--- src/rtl/tdma_burst_gen.sv ---
module tdma_burst_gen #(
  parameter int TICKS_PER_BIT  = 48,
  parameter int TICKS_PER_SLOT = 7500,
  parameter int SLOTS          = 8,
  parameter int FN_W           = 11
) (
  input  logic                        clk,
  input  logic                        rst_n,
  input  logic                        tick_en,
  input  logic [SLOTS-1:0]            slot_mask,
  input  logic [56:0]                 data_a,
  input  logic [56:0]                 data_b,
  input  logic                        steal_a,
  input  logic                        steal_b,
  input  logic [2:0]                  tsc_sel,
  output logic                        bit_out,
  output logic                        bit_vld,
  output logic                        ramp_on,
  output logic [1:0]                  seg_kind,
  output logic [$clog2(SLOTS)-1:0]    slot_num,
  output logic [FN_W-1:0]             frame_num
);
  localparam int TCW        = $clog2(TICKS_PER_SLOT);
  localparam int BPW        = $clog2(TICKS_PER_BIT);
  localparam int SLOT_W     = $clog2(SLOTS);
  localparam int TAIL       = 3;
  localparam int HALF       = 57;
  localparam int TRAIN      = 26;
  localparam int BURST_BITS = 2*TAIL + 2*HALF + 2 + TRAIN;
  localparam int IDXW       = $clog2(BURST_BITS + 1);
  localparam int TRAIN_LO   = TAIL + HALF + 1;
  localparam int TRAIN_HI   = TRAIN_LO + TRAIN;
  localparam int TAIL_LO    = BURST_BITS - TAIL;

  localparam logic [1:0] K_GUARD = 2'd0;
  localparam logic [1:0] K_TAIL  = 2'd1;
  localparam logic [1:0] K_DATA  = 2'd2;
  localparam logic [1:0] K_TRAIN = 2'd3;

  function automatic logic [TRAIN-1:0] train_pat(input logic [2:0] k);
    case (k)
      3'd0:    train_pat = 26'h0970897;
      3'd1:    train_pat = 26'h0B778B7;
      3'd2:    train_pat = 26'h10EE90E;
      3'd3:    train_pat = 26'h11ED11E;
      3'd4:    train_pat = 26'h06B906B;
      3'd5:    train_pat = 26'h13AC13A;
      3'd6:    train_pat = 26'h29F629F;
      default: train_pat = 26'h3BC4BBC;
    endcase
  endfunction

  function automatic logic [1:0] kind_of(input logic [IDXW-1:0] i);
    if (i < IDXW'(TAIL) || i >= IDXW'(TAIL_LO))                  kind_of = K_TAIL;
    else if (i >= IDXW'(TRAIN_LO) && i < IDXW'(TRAIN_HI))        kind_of = K_TRAIN;
    else                                                         kind_of = K_DATA;
  endfunction

  logic [TCW-1:0]        tcnt;
  logic [BPW-1:0]        bph;
  logic [SLOT_W-1:0]     slot_q;
  logic [FN_W-1:0]       frame_q;
  logic                  pend, active;
  logic [IDXW-1:0]       bidx;
  logic [BURST_BITS-1:0] shreg;
  logic [1:0]            seg_q;

  wire slot_edge = (tcnt == '0);
  wire bit_edge  = (bph == '0);
  wire slot_last = (tcnt == TCW'(TICKS_PER_SLOT-1));
  wire want      = pend | (slot_edge & slot_mask[slot_q]);
  wire start     = tick_en & want & bit_edge & ~active;

  wire [BURST_BITS-1:0] vec = {{TAIL{1'b0}}, data_a, steal_a, train_pat(tsc_sel),
                               steal_b, data_b, {TAIL{1'b0}}};

  always_ff @(posedge clk or negedge rst_n) begin
    if (!rst_n) begin
      tcnt    <= '0;
      bph     <= '0;
      slot_q  <= '0;
      frame_q <= '0;
    end else if (tick_en) begin
      tcnt <= slot_last ? '0 : tcnt + 1'b1;
      bph  <= (bph == BPW'(TICKS_PER_BIT-1)) ? '0 : bph + 1'b1;
      if (slot_last) begin
        slot_q <= (slot_q == SLOT_W'(SLOTS-1)) ? '0 : slot_q + 1'b1;
        if (slot_q == SLOT_W'(SLOTS-1)) frame_q <= frame_q + 1'b1;
      end
    end
  end

  always_ff @(posedge clk or negedge rst_n) begin
    if (!rst_n) begin
      pend    <= 1'b0;
      active  <= 1'b0;
      bidx    <= '0;
      shreg   <= '0;
      seg_q   <= K_GUARD;
      bit_out <= 1'b0;
      bit_vld <= 1'b0;
    end else begin
      bit_vld <= 1'b0;
      if (tick_en) begin
        if (start) begin
          active  <= 1'b1;
          pend    <= 1'b0;
          shreg   <= {vec[BURST_BITS-2:0], 1'b0};
          bit_out <= vec[BURST_BITS-1];
          bit_vld <= 1'b1;
          bidx    <= IDXW'(1);
          seg_q   <= K_TAIL;
        end else if (slot_edge && slot_mask[slot_q] && !bit_edge) begin
          pend <= 1'b1;
        end else if (active && bit_edge) begin
          if (bidx == IDXW'(BURST_BITS)) begin
            active  <= 1'b0;
            bit_out <= 1'b0;
            seg_q   <= K_GUARD;
            bidx    <= '0;
          end else begin
            bit_out <= shreg[BURST_BITS-1];
            shreg   <= {shreg[BURST_BITS-2:0], 1'b0};
            bit_vld <= 1'b1;
            seg_q   <= kind_of(bidx);
            bidx    <= bidx + 1'b1;
          end
        end
      end
    end
  end

  assign ramp_on   = active;
  assign seg_kind  = seg_q;
  assign slot_num  = slot_q;
  assign frame_num = frame_q;

  p_strobe_in_ramp_r8: assert property (@(posedge clk) disable iff (!rst_n)
    bit_vld |-> ramp_on);
  p_strobe_spacing_r4: assert property (@(posedge clk) disable iff (!rst_n)
    bit_vld |=> !bit_vld);
  p_guard_kind_r9: assert property (@(posedge clk) disable iff (!rst_n)
    !ramp_on |-> (seg_kind == K_GUARD && !bit_vld && !bit_out));
  p_slot_step_r3: assert property (@(posedge clk) disable iff (!rst_n)
    (slot_num != $past(slot_num)) |-> (slot_num == SLOT_W'($past(slot_num) + 1'b1)));
  p_idle_hold_r2: assert property (@(posedge clk) disable iff (!rst_n)
    !tick_en |=> (!bit_vld && $stable(slot_num) && $stable(ramp_on) && $stable(bit_out)));
  p_burst_bound_r4: assert property (@(posedge clk) disable iff (!rst_n)
    bidx <= IDXW'(BURST_BITS));
endmodule

--- config.mk ---
export PLATFORM = sky130hd
export DESIGN_NAME = tdma_burst_gen
export DESIGN_NICKNAME = d
export VERILOG_FILES = /design/src/rtl/tdma_burst_gen.sv
export SDC_FILE = /design/constraint.sdc
export NUM_CORES = 1
export LEC_CHECK = 0
export BUFFER_PORTS_ARGS = -buffer_cell sky130_fd_sc_hd__buf_4
export CAP_MARGIN = 20
export CORE_MARGIN = 5
export CORE_UTILIZATION = 40
export CTS_CLUSTER_DIAMETER = 80
export CTS_CLUSTER_SIZE = 20
export DETAILED_ROUTE_END_ITERATION = 7
export GPL_ROUTABILITY_DRIVEN = 0
export PLACE_DENSITY = 0.61
export SLEW_MARGIN = 20
export SYNTH_ARGS = -nofsm -noshare
export SYNTH_HDL_FRONTEND = slang
export SYNTH_SLANG_ARGS = --single-unit
export TNS_END_PERCENT = 1
--- constraint.sdc ---
create_clock -name clk -period 6.65 [get_ports clk]
set_input_delay 0.665 -clock clk [delete_from_list [all_inputs] [get_ports clk]]
set_output_delay 0.665 -clock clk [all_outputs]
set_load 0.05 [all_outputs]
==> results of run 1 <==
==> layer usage <==
| metal | share of wire [%] | routed length (um) | global-route usage [%] | up-vias |
|---|---|---|---|---|
| met5 | 0.098 | 20 | 0 | - |
| met4 | 1.8 | 368 | 4.62 | 2 |
| met3 | 4.7 | 965 | 4.03 | 24 |
| met2 | 47 | 9650 | 22.7 | 117 |
| met1 | 46 | 9440 | 20.3 | 3093 |
| li1 | - | - | - | 3010 |
==> registers in the layout, summed over array words and instances, names as in the netlist, 2 cells and up <==
name       flops
bidx           8
bph            6
frame_num     11
seg_kind       2
shreg        144
slot_num       3
tcnt          13
==> path summary, 6_finish.rpt <==
check | from | to | slack [ps] | cells past startpoint
max reg2reg | tcnt[0] | shreg[9] | 2240 | 9
min reg2reg | frame_num[10] | frame_num[10] | 480 | 1
min | rst_n | frame_num[6] | 190 | 1
max | tcnt[0] | shreg[9] | 2240 | 9
max in group asynchronous | rst_n | shreg[73] | 5190 | 2
min in group clk | frame_num[10] | frame_num[10] | 480 | 1
==> final cells by class <==
type,instances,area [um2]
Clock buffer,17,425
Inverter,11,43.8
Tap cell,324,405
Clock inverter,15,149
Multi-Input combinational cell,500,4720
Timing Repair Buffer,156,1210
Fill cell,2225,12500
Sequential cell,191,4780
==> where the power goes <==
part / internal [uW] / leakage, uW / switching (uW)
logic: 392 / 0.00303 / 249
clock network: 500 / 0.000274 / 502
registers: 1390 / 0.00258 / 182
==> kinds of logic after synthesis <==
kind of cell | Yosys count
and+or+nand+nor | 130
buffers and inverters | 58
DFF | 191
adders and majority gates | 11
muxes | 238
AOI/OAI and AO/OA | 96
xor gates and xnor gates | 25
==> critical path, cell delays in order (launching register included) <==
cell     delay [ps]
dfrtp_1         420
inv_1            70
ha_1            150
or4b_1          430
or4_1           610
nor3_2          760
nor3_4          270
inv_4           750
buf_12          370
mux2_2          380
==> per-stage QoR <==
stage / cells / worst slack (ps) / utilization, % / instance area (um2)
after floorplan: 749 / 3670 / - / 9810
after global placement: 1181 / 2310 / 45.9 / 11100
after detailed placement: 1181 / 2190 / 45.9 / 11100
after CTS: 1213 / 2250 / 48.3 / 11700
after global routing: 1214 / 2000 / 48.4 / 11700
final: 1214 / 2240 / 48.4 / 11700
==> synthesized netlist by cell type (all sizes together), types with 5 or more instances <==
cell type | count | area [um2]
and3 | 7 | 43.8
a22o | 7 | 61.3
xnor2 | 12 | 105
nand2 | 23 | 86.3
inv | 11 | 41.3
o211ai | 16 | 120
dfrtp | 191 | 4780
o21ai | 21 | 105
nand4 | 13 | 81.3
nor2 | 25 | 93.8
nor3 | 13 | 81.3
o2bb2ai | 12 | 105
clkbuf | 14 | 52.6
ha | 11 | 138
a211oi | 11 | 82.6
buf | 33 | 223
a2bb2oi | 12 | 105
o31ai | 5 | 37.5
mux2 | 233 | 2890
nand3 | 23 | 115
xor2 | 13 | 114
==> impl_metrics.env, run 1 <==
export IMPL_syn_instance_count=749
export IMPL_firstDrtPassIters=4
export IMPL_synth_edf_count=0
export IMPL_postCtsResizedCells=0
export IMPL_wl_per_cell_um=16.8
export IMPL_die_w_um=167
export IMPL_port_buffers=148
export IMPL_ys_async_sr_fraction_pct=100
export IMPL_p_per_area_nw_per_um2=274
export IMPL_arrival_ps=4720
export IMPL_skew_ps=11.1
export IMPL_syn_avg_cell_area_um2=13.1
export IMPL_grt_max_degree=121
export IMPL_slew_headroom_pct=37.5
export IMPL_drt_initial_drc_count=324
export IMPL_totalWireLength_mm=20.5
export IMPL_hold_path_class="input port to async pin"
export IMPL_antennaDiodeCount=0
export IMPL_ys_ff_latch=191
export IMPL_netlist_area_um2=9810
export IMPL_via_per_inst=5.14
export IMPL_vias=6246
export IMPL_hold_buffers=0
export IMPL_ir_worst_vdd_uv=152
export IMPL_die_h_um=167
export IMPL_rows=57
export IMPL_layout_commonest_cell="dfrtp_1"
export IMPL_whs_ps=190
export IMPL_max_freq_ghz=0.227
export IMPL_drtAntennaViolNets=0
export IMPL_drive_above_1_share_pct=48.1
export IMPL_path_max_fanout=75
export IMPL_layout_common_cells="191 x dfrtp_1, 161 x mux2_2, 153 x buf_4"
export IMPL_ys_flop_type="dfrtp_1"
export IMPL_clk_pin_slew_ps=70
export IMPL_cts_sinks=191
export IMPL_worstPathRequired_ps=6960
export IMPL_numCtsBuffers=17
export IMPL_grt_pass1_vias=6405
export IMPL_cts_tree="built"
export IMPL_syn_to_final_growth_pct=19.6
export IMPL_synth_cell_types=51
export IMPL_drcViolationCount=0
export IMPL_synthSimpleGateAreaFrac_pct=6.97
export IMPL_initial_core_util_pct=40.5
export IMPL_setup_viol=0
export IMPL_seq_area_frac_synth_pct=48.7
export IMPL_slew_viol_final=0
export IMPL_grt_use_total_pct=14.7
export IMPL_root_buffer="clkbuf_16"
export IMPL_core_area_um2=24200
export IMPL_clock_path_buffers=2
export IMPL_end_kind="register"
export IMPL_tns_ps=0
export IMPL_synth_xor_area_share_pct=2.23
export IMPL_yosys_warnings=0
export IMPL_startpoint_type="register"
export IMPL_status="finished clean"
export IMPL_synth_fp_nets=890
export IMPL_dp_hpwl_mm=13.8
export IMPL_synth_compound_area_share_pct=7.28
export IMPL_num_nets_final=1018
export IMPL_p_total_uw=3210
export IMPL_muxShareOfSynthArea_pct=30.2
export IMPL_cap_violations=0
export IMPL_die_area_um2=27800
export IMPL_htree_num_levels=4
export IMPL_antenna_found_initial=1
export IMPL_p_leak_uw=0.00589
export IMPL_crit_type="register to register"
export IMPL_clk_latency_ps=430
export IMPL_synth_top_family_by_area="multiplexers"
export IMPL_period_share_pct=66.3
export IMPL_layout_min_cycle_time_ps=4410
export IMPL_finalHoldViolations=0
export IMPL_grt_first_pass_wirelength_mm=33.8
export IMPL_synthAdderAreaFrac_pct=1.40
export IMPL_io_pins=149
export IMPL_rsz0062_at_grt="false"
export IMPL_tightest_slew_ps=937
export IMPL_postCtsSetupBuffers=0
export IMPL_grt_overflow_total=0
Power figures use the tool's default switching activity.
==> run 2: changes to the inputs <==
PLACE_DENSITY = 0.64   (was 0.61)
clock period = 3.75 ns   (was 6.65 ns; I/O delays follow)
==> run 2 against run 1 <==
Effect of this change: the run now ends with hold timing left; total power increased by 77%; core utilization increased by 0.37 points; sequential power increased by 77%; largest power group unchanged.
==> impl_metrics.env, run 2 (same netlist as run 1, synthesis figures left out) <==
export IMPL_status="complete, but fails checks"
export IMPL_violations="hold timing"
export IMPL_timing_critical_path_buf_inv=2
export IMPL_worstPathRequired_ps=4060
export IMPL_num_nets_final=1024
export IMPL_fin_cells=1221
export IMPL_fill_cells=2201
export IMPL_drt_initial_drc_count=369
export IMPL_numCtsBuffers=17
export IMPL_wl_per_cell_um=16.4
export IMPL_clock_path_buffers=2
export IMPL_setup_viol=0
export IMPL_syn_to_final_growth_pct=20.5
export IMPL_vias=6252
export IMPL_arrival_ps=3510
export IMPL_regMostFlops="shreg"
export IMPL_whs_ps=-19.8
export IMPL_end_kind="register"
export IMPL_path_max_fanout=17
export IMPL_skew_ps=17.0
export IMPL_grt_first_pass_wirelength_mm=33.5
export IMPL_antenna_found_initial=1
export IMPL_initial_core_util_pct=40.5
export IMPL_drive_above_1_share_pct=48.3
export IMPL_critPathTopFamily="simple AND/OR/NAND/NOR gates"
export IMPL_grt_use_total_pct=14.5
export IMPL_hold_path_class="input port to async pin"
export IMPL_crit_type="register to register"
export IMPL_grt_overflow_total=0
export IMPL_slew_headroom_pct=42.1
export IMPL_dp_hpwl_mm=13.7
export IMPL_ir_worst_vdd_uv=286
export IMPL_totalWireLength_mm=20.1
export IMPL_r2r_start="tcnt[0]"
export IMPL_slew_viol_final=0
export IMPL_grt_pass1_vias=6513
export IMPL_grt_max_degree=101
export IMPL_max_stage_delay_ps=610
export IMPL_cap_violations=0
export IMPL_via_per_inst=5.12
export IMPL_rsz0062_at_grt="false"
export IMPL_postCtsResizedCells=0
export IMPL_layout_min_cycle_time_ps=3210
export IMPL_worst_slack_ps=545
export IMPL_cp_startpoint="tcnt[0]"
export IMPL_slowest_stage="or4_1"
export IMPL_largest_reg_flops=144
export IMPL_finalHoldViolations=5
export IMPL_crit_chain="inv_1 -> ha_1 -> or4b_1 -> or4_1 -> o31a_2 -> buf_4 -> mux2_4 -> mux2_2"
export IMPL_drcViolationCount=0
export IMPL_clk_latency_ps=430
export IMPL_die_w_um=167
export IMPL_clk_pin_slew_ps=80
export IMPL_root_buffer="clkbuf_16"
export IMPL_cts_tree="built"
export IMPL_rows=57
export IMPL_layout_commonest_cell="dfrtp_1"
export IMPL_cts_sinks=191
export IMPL_tns_ps=0
export IMPL_layout_common_cells="191 x dfrtp_1, 161 x mux2_2, 155 x buf_4"
export IMPL_dp_cells=1188
export IMPL_postCtsSetupBuffers=0
export IMPL_firstDrtPassIters=4
export IMPL_max_freq_ghz=0.312
export IMPL_p_leak_uw=0.00594
export IMPL_tightest_slew_ps=868
export IMPL_core_area_um2=24200
export IMPL_die_area_um2=27800
export IMPL_startpoint_type="register"
export IMPL_period_share_pct=85.5
export IMPL_hold_buffers=0
export IMPL_die_h_um=167
export IMPL_port_buffers=148
export IMPL_final_util_pct=48.8
export IMPL_io_pins=149
export IMPL_p_per_area_nw_per_um2=481
export IMPL_pre_cts_slack_ps=547
export IMPL_drtAntennaViolNets=0
export IMPL_htree_num_levels=4
run 2: changes by cell type in the layout (fill, tap and decap cells not counted), sizes merged:
cell      change
buf           +6
clkbuf        +1
clkinvlp      -2
diode         +1
inv           +1
run 2: routing by layer:
| layer | track usage, % | up-vias | wire [um] |
|---|---|---|---|
| met5 | 0 | - | 0 |
| met4 | 3.91 | 0 | 299 |
| met3 | 3.84 | 19 | 732 |
| met2 | 23.7 | 92 | 9830 |
| met1 | 19.1 | 3112 | 9210 |
| li1 | - | 3029 | - |
run 2: layout make-up:
class / count / area, um2 / share of cell area [%]
flip-flops and latches: 191 / 4780 / 40.4
multi-input cells: 500 / 4720 / 39.9
repair buffers: 162 / 1300 / 11.0
clock buffers: 18 / 429 / 3.63
well taps: 324 / 405 / 3.43
clock inverters: 14 / 144 / 1.22
inverters: 11 / 43.8 / 0.370
diodes: 1 / 2.50 / 0.0212
run 2: worst register-to-register path: cells and delay by family, from the launching register on:
family | cells | cell delay, ps
buf+inv | 2 | 360
mux | 2 | 570
compound gates | 1 | 550
fa+ha+maj | 1 | 140
simple gates | 2 | 1030
flops | 1 | 420
run 2: worst paths after layout:
path | endpoint | slack [ps] | depth (start not counted)
setup / recovery | shreg[61] | 540 | 8
hold / removal | frame_num[8] | -20 | 1
setup reg to reg | shreg[61] | 540 | 8
hold reg to reg | frame_num[10] | 480 | 1
max in group asynchronous | shreg[106] | 2730 | 2
min in group clk | shreg[4] | 210 | 2
run 2: power breakdown:
| group | leakage, uW | switching [uW] | internal, uW |
|---|---|---|---|
| clock network | 0.000278 | 880 | 889 |
| logic | 0.00308 | 442 | 697 |
| registers | 0.00258 | 316 | 2470 |
| total | 0.00594 | 1640 | 4050 |
run 2: through the flow:
step	cell area, um2	hold slack, ps	power (uW)
finish	11800	-19.8	5690
global route	11800	75.2	6030
CTS	11800	52.7	5770
detailed placement	11300	469	3960
global placement	11300	464	3940
floorplan	9810	79.4	3590
==> run 3: changes to the inputs <==
PLACE_DENSITY = 0.61   (was 0.64)
clock period = 3.4 ns   (was 3.75 ns; I/O delays follow)
==> run 3 against run 2 <==
Effect of this change: the run now ends clean; sequential power is 10% higher; register-to-register slack worse by 300 ps; total power grew 13%; via count is 0.99% higher; maximum frequency is 1.4% higher; hold slack gained 180 ps; global-route usage increased by 0.69 points; sequential share of layout area decreased by 0.53 points; final cell count up 0.49%; largest cell class unchanged.
==> impl_metrics.env, run 3 (same netlist as run 1, synthesis figures left out) <==
export IMPL_skew_ps=18.1
export IMPL_clk_pin_slew_ps=80
export IMPL_drt_initial_drc_count=277
export IMPL_initial_core_util_pct=40.5
export IMPL_die_area_um2=27800
export IMPL_crit_chain="or4_4 -> or4_1 -> o31a_2 -> buf_12 -> mux2_4 -> mux2_2"
export IMPL_numCtsBuffers=17
export IMPL_regMostFlops="shreg"
export IMPL_max_freq_ghz=0.316
export IMPL_multi_input_area_um2=4720
export IMPL_final_util_pct=49.4
export IMPL_grt_overflow_total=0
export IMPL_startpoint_type="register"
export IMPL_tightest_slew_ps=676
export IMPL_num_nets_final=1031
export IMPL_crit_type="register to register"
export IMPL_arrival_ps=3470
export IMPL_rsz0062_at_grt="false"
export IMPL_drtAntennaViolNets=0
export IMPL_p_leak_uw=0.00601
export IMPL_die_h_um=167
export IMPL_layout_min_cycle_time_ps=3160
export IMPL_rows=57
export IMPL_grt_use_total_pct=15.1
export IMPL_cap_violations=0
export IMPL_hold_buffers=1
export IMPL_grt_first_pass_wirelength_mm=34.7
export IMPL_totalWireLength_mm=20.9
export IMPL_htree_num_levels=4
export IMPL_die_w_um=167
export IMPL_largest_reg_flops=144
export IMPL_port_buffers=148
export IMPL_ir_worst_vdd_uv=299
export IMPL_slew_headroom_pct=54.5
export IMPL_cts_sinks=191
export IMPL_drive_above_1_share_pct=48.7
export IMPL_vias=6314
export IMPL_clk_latency_ps=440
export IMPL_grt_pass1_vias=6677
export IMPL_layout_common_cells="191 x dfrtp_1, 161 x mux2_2, 156 x buf_4"
export IMPL_setup_viol=0
export IMPL_path_max_fanout=34
export IMPL_finalHoldViolations=0
export IMPL_hold_path_class="input port to register"
export IMPL_io_pins=149
export IMPL_postCtsResizedCells=0
export IMPL_layout_commonest_cell="dfrtp_1"
export IMPL_slew_viol_final=0
export IMPL_p_per_area_nw_per_um2=535
export IMPL_dp_cells=1194
export IMPL_core_area_um2=24200
export IMPL_period_share_pct=92.9
export IMPL_max_stage_delay_ps=640
export IMPL_slowest_stage="or4_1"
export IMPL_grt_max_degree=79
export IMPL_seqCellArea_um2=4780
export IMPL_worstPathRequired_ps=3710
export IMPL_end_kind="register"
export IMPL_dp_hpwl_mm=14.5
export IMPL_root_buffer="clkbuf_16"
export IMPL_status="finished clean"
export IMPL_postCtsSetupBuffers=0
export IMPL_cts_tree="built"
export IMPL_tns_ps=0
export IMPL_clock_path_buffers=2
export IMPL_wl_per_cell_um=17.0
export IMPL_antennaDiodeCount=0
export IMPL_fin_cells=1227
export IMPL_drcViolationCount=0
export IMPL_firstDrtPassIters=4
export IMPL_syn_to_final_growth_pct=22.1
export IMPL_via_per_inst=5.15
export IMPL_antenna_found_initial=1
export IMPL_fill_cells=2192
-- run 3: changes by cell type in the layout (fill, tap and decap cells not counted) --
| cell | before | now |
|---|---|---|
| buf_12 | 6 | 11 |
| inv_6 | 5 | 2 |
| inv_8 | 3 | 6 |
| buf_4 | 155 | 156 |
| bufinv_16 | 0 | 1 |
| clkbuf_1 | 1 | 0 |
| clkinv_4 | 3 | 2 |
| clkinv_8 | 2 | 3 |
| diode_2 | 1 | 0 |
| dlygate4sd3_1 | 0 | 1 |
-- run 3: worst paths after layout --
kind | start | to | slack, ps | depth (start not counted)
max | tcnt[4] | shreg[39] | 240 | 6
min | data_b[0] | shreg[4] | 160 | 2
max reg2reg | tcnt[4] | shreg[39] | 240 | 6
min reg2reg | frame_num[10] | frame_num[10] | 480 | 1
max in group asynchronous | rst_n | shreg[44] | 2110 | 3
min in group asynchronous | rst_n | frame_num[0] | 500 | 2
-- run 3: where the power goes --
group / switching (uW) / leakage [uW] / internal [uW] / total (uW)
clock network: 1010 / 0.000298 / 1070 / 2070
registers: 354 / 0.00258 / 2720 / 3070
logic: 487 / 0.00314 / 779 / 1270
-- run 3: through the flow --
| step | setup WS, ps | total power, uW | instance area (um2) | hold slack (ps) |
|---|---|---|---|---|
| 6_report | 240 | 6410 | 12000 | 162 |
| 5_1_grt | 124 | 6780 | 12000 | 149 |
| 4_1_cts | 228 | 6510 | 12000 | 135 |
| 3_5_place_dp | 251 | 4390 | 11400 | 436 |
| 3_3_place_gp | 297 | 4360 | 11400 | 435 |
| 2_1_floorplan | 457 | 3960 | 9810 | 44.4 |
-- run 3: area by class of cell --
type,instances,area share [%]
clock inverter,15,1.58
inverter,11,0.365
tap,324,3.38
multi-input combinational,500,39.4
sequential,191,39.9
clock buffer,17,3.55
timing repair buffer,169,11.8
-- run 3: per-layer routing --
| metal | wire, um | share of wire [%] | track usage (%) |
|---|---|---|---|
| met3 | 1170 | 5.6 | 4.84 |
| met2 | 10100 | 49 | 24.3 |
| met1 | 9210 | 44 | 19.7 |
| met5 | 7 | 0.034 | 0 |
| met4 | 350 | 1.7 | 4.73 |
-- run 3: worst max-delay path: cells and delay by family (launching register included) --
kind	cells	cell delay [ps]
DFF	1	440
muxes	2	590
and+or+nand+nor	2	1210
AOI/OAI and AO/OA	1	540
buffers and inverters	1	260
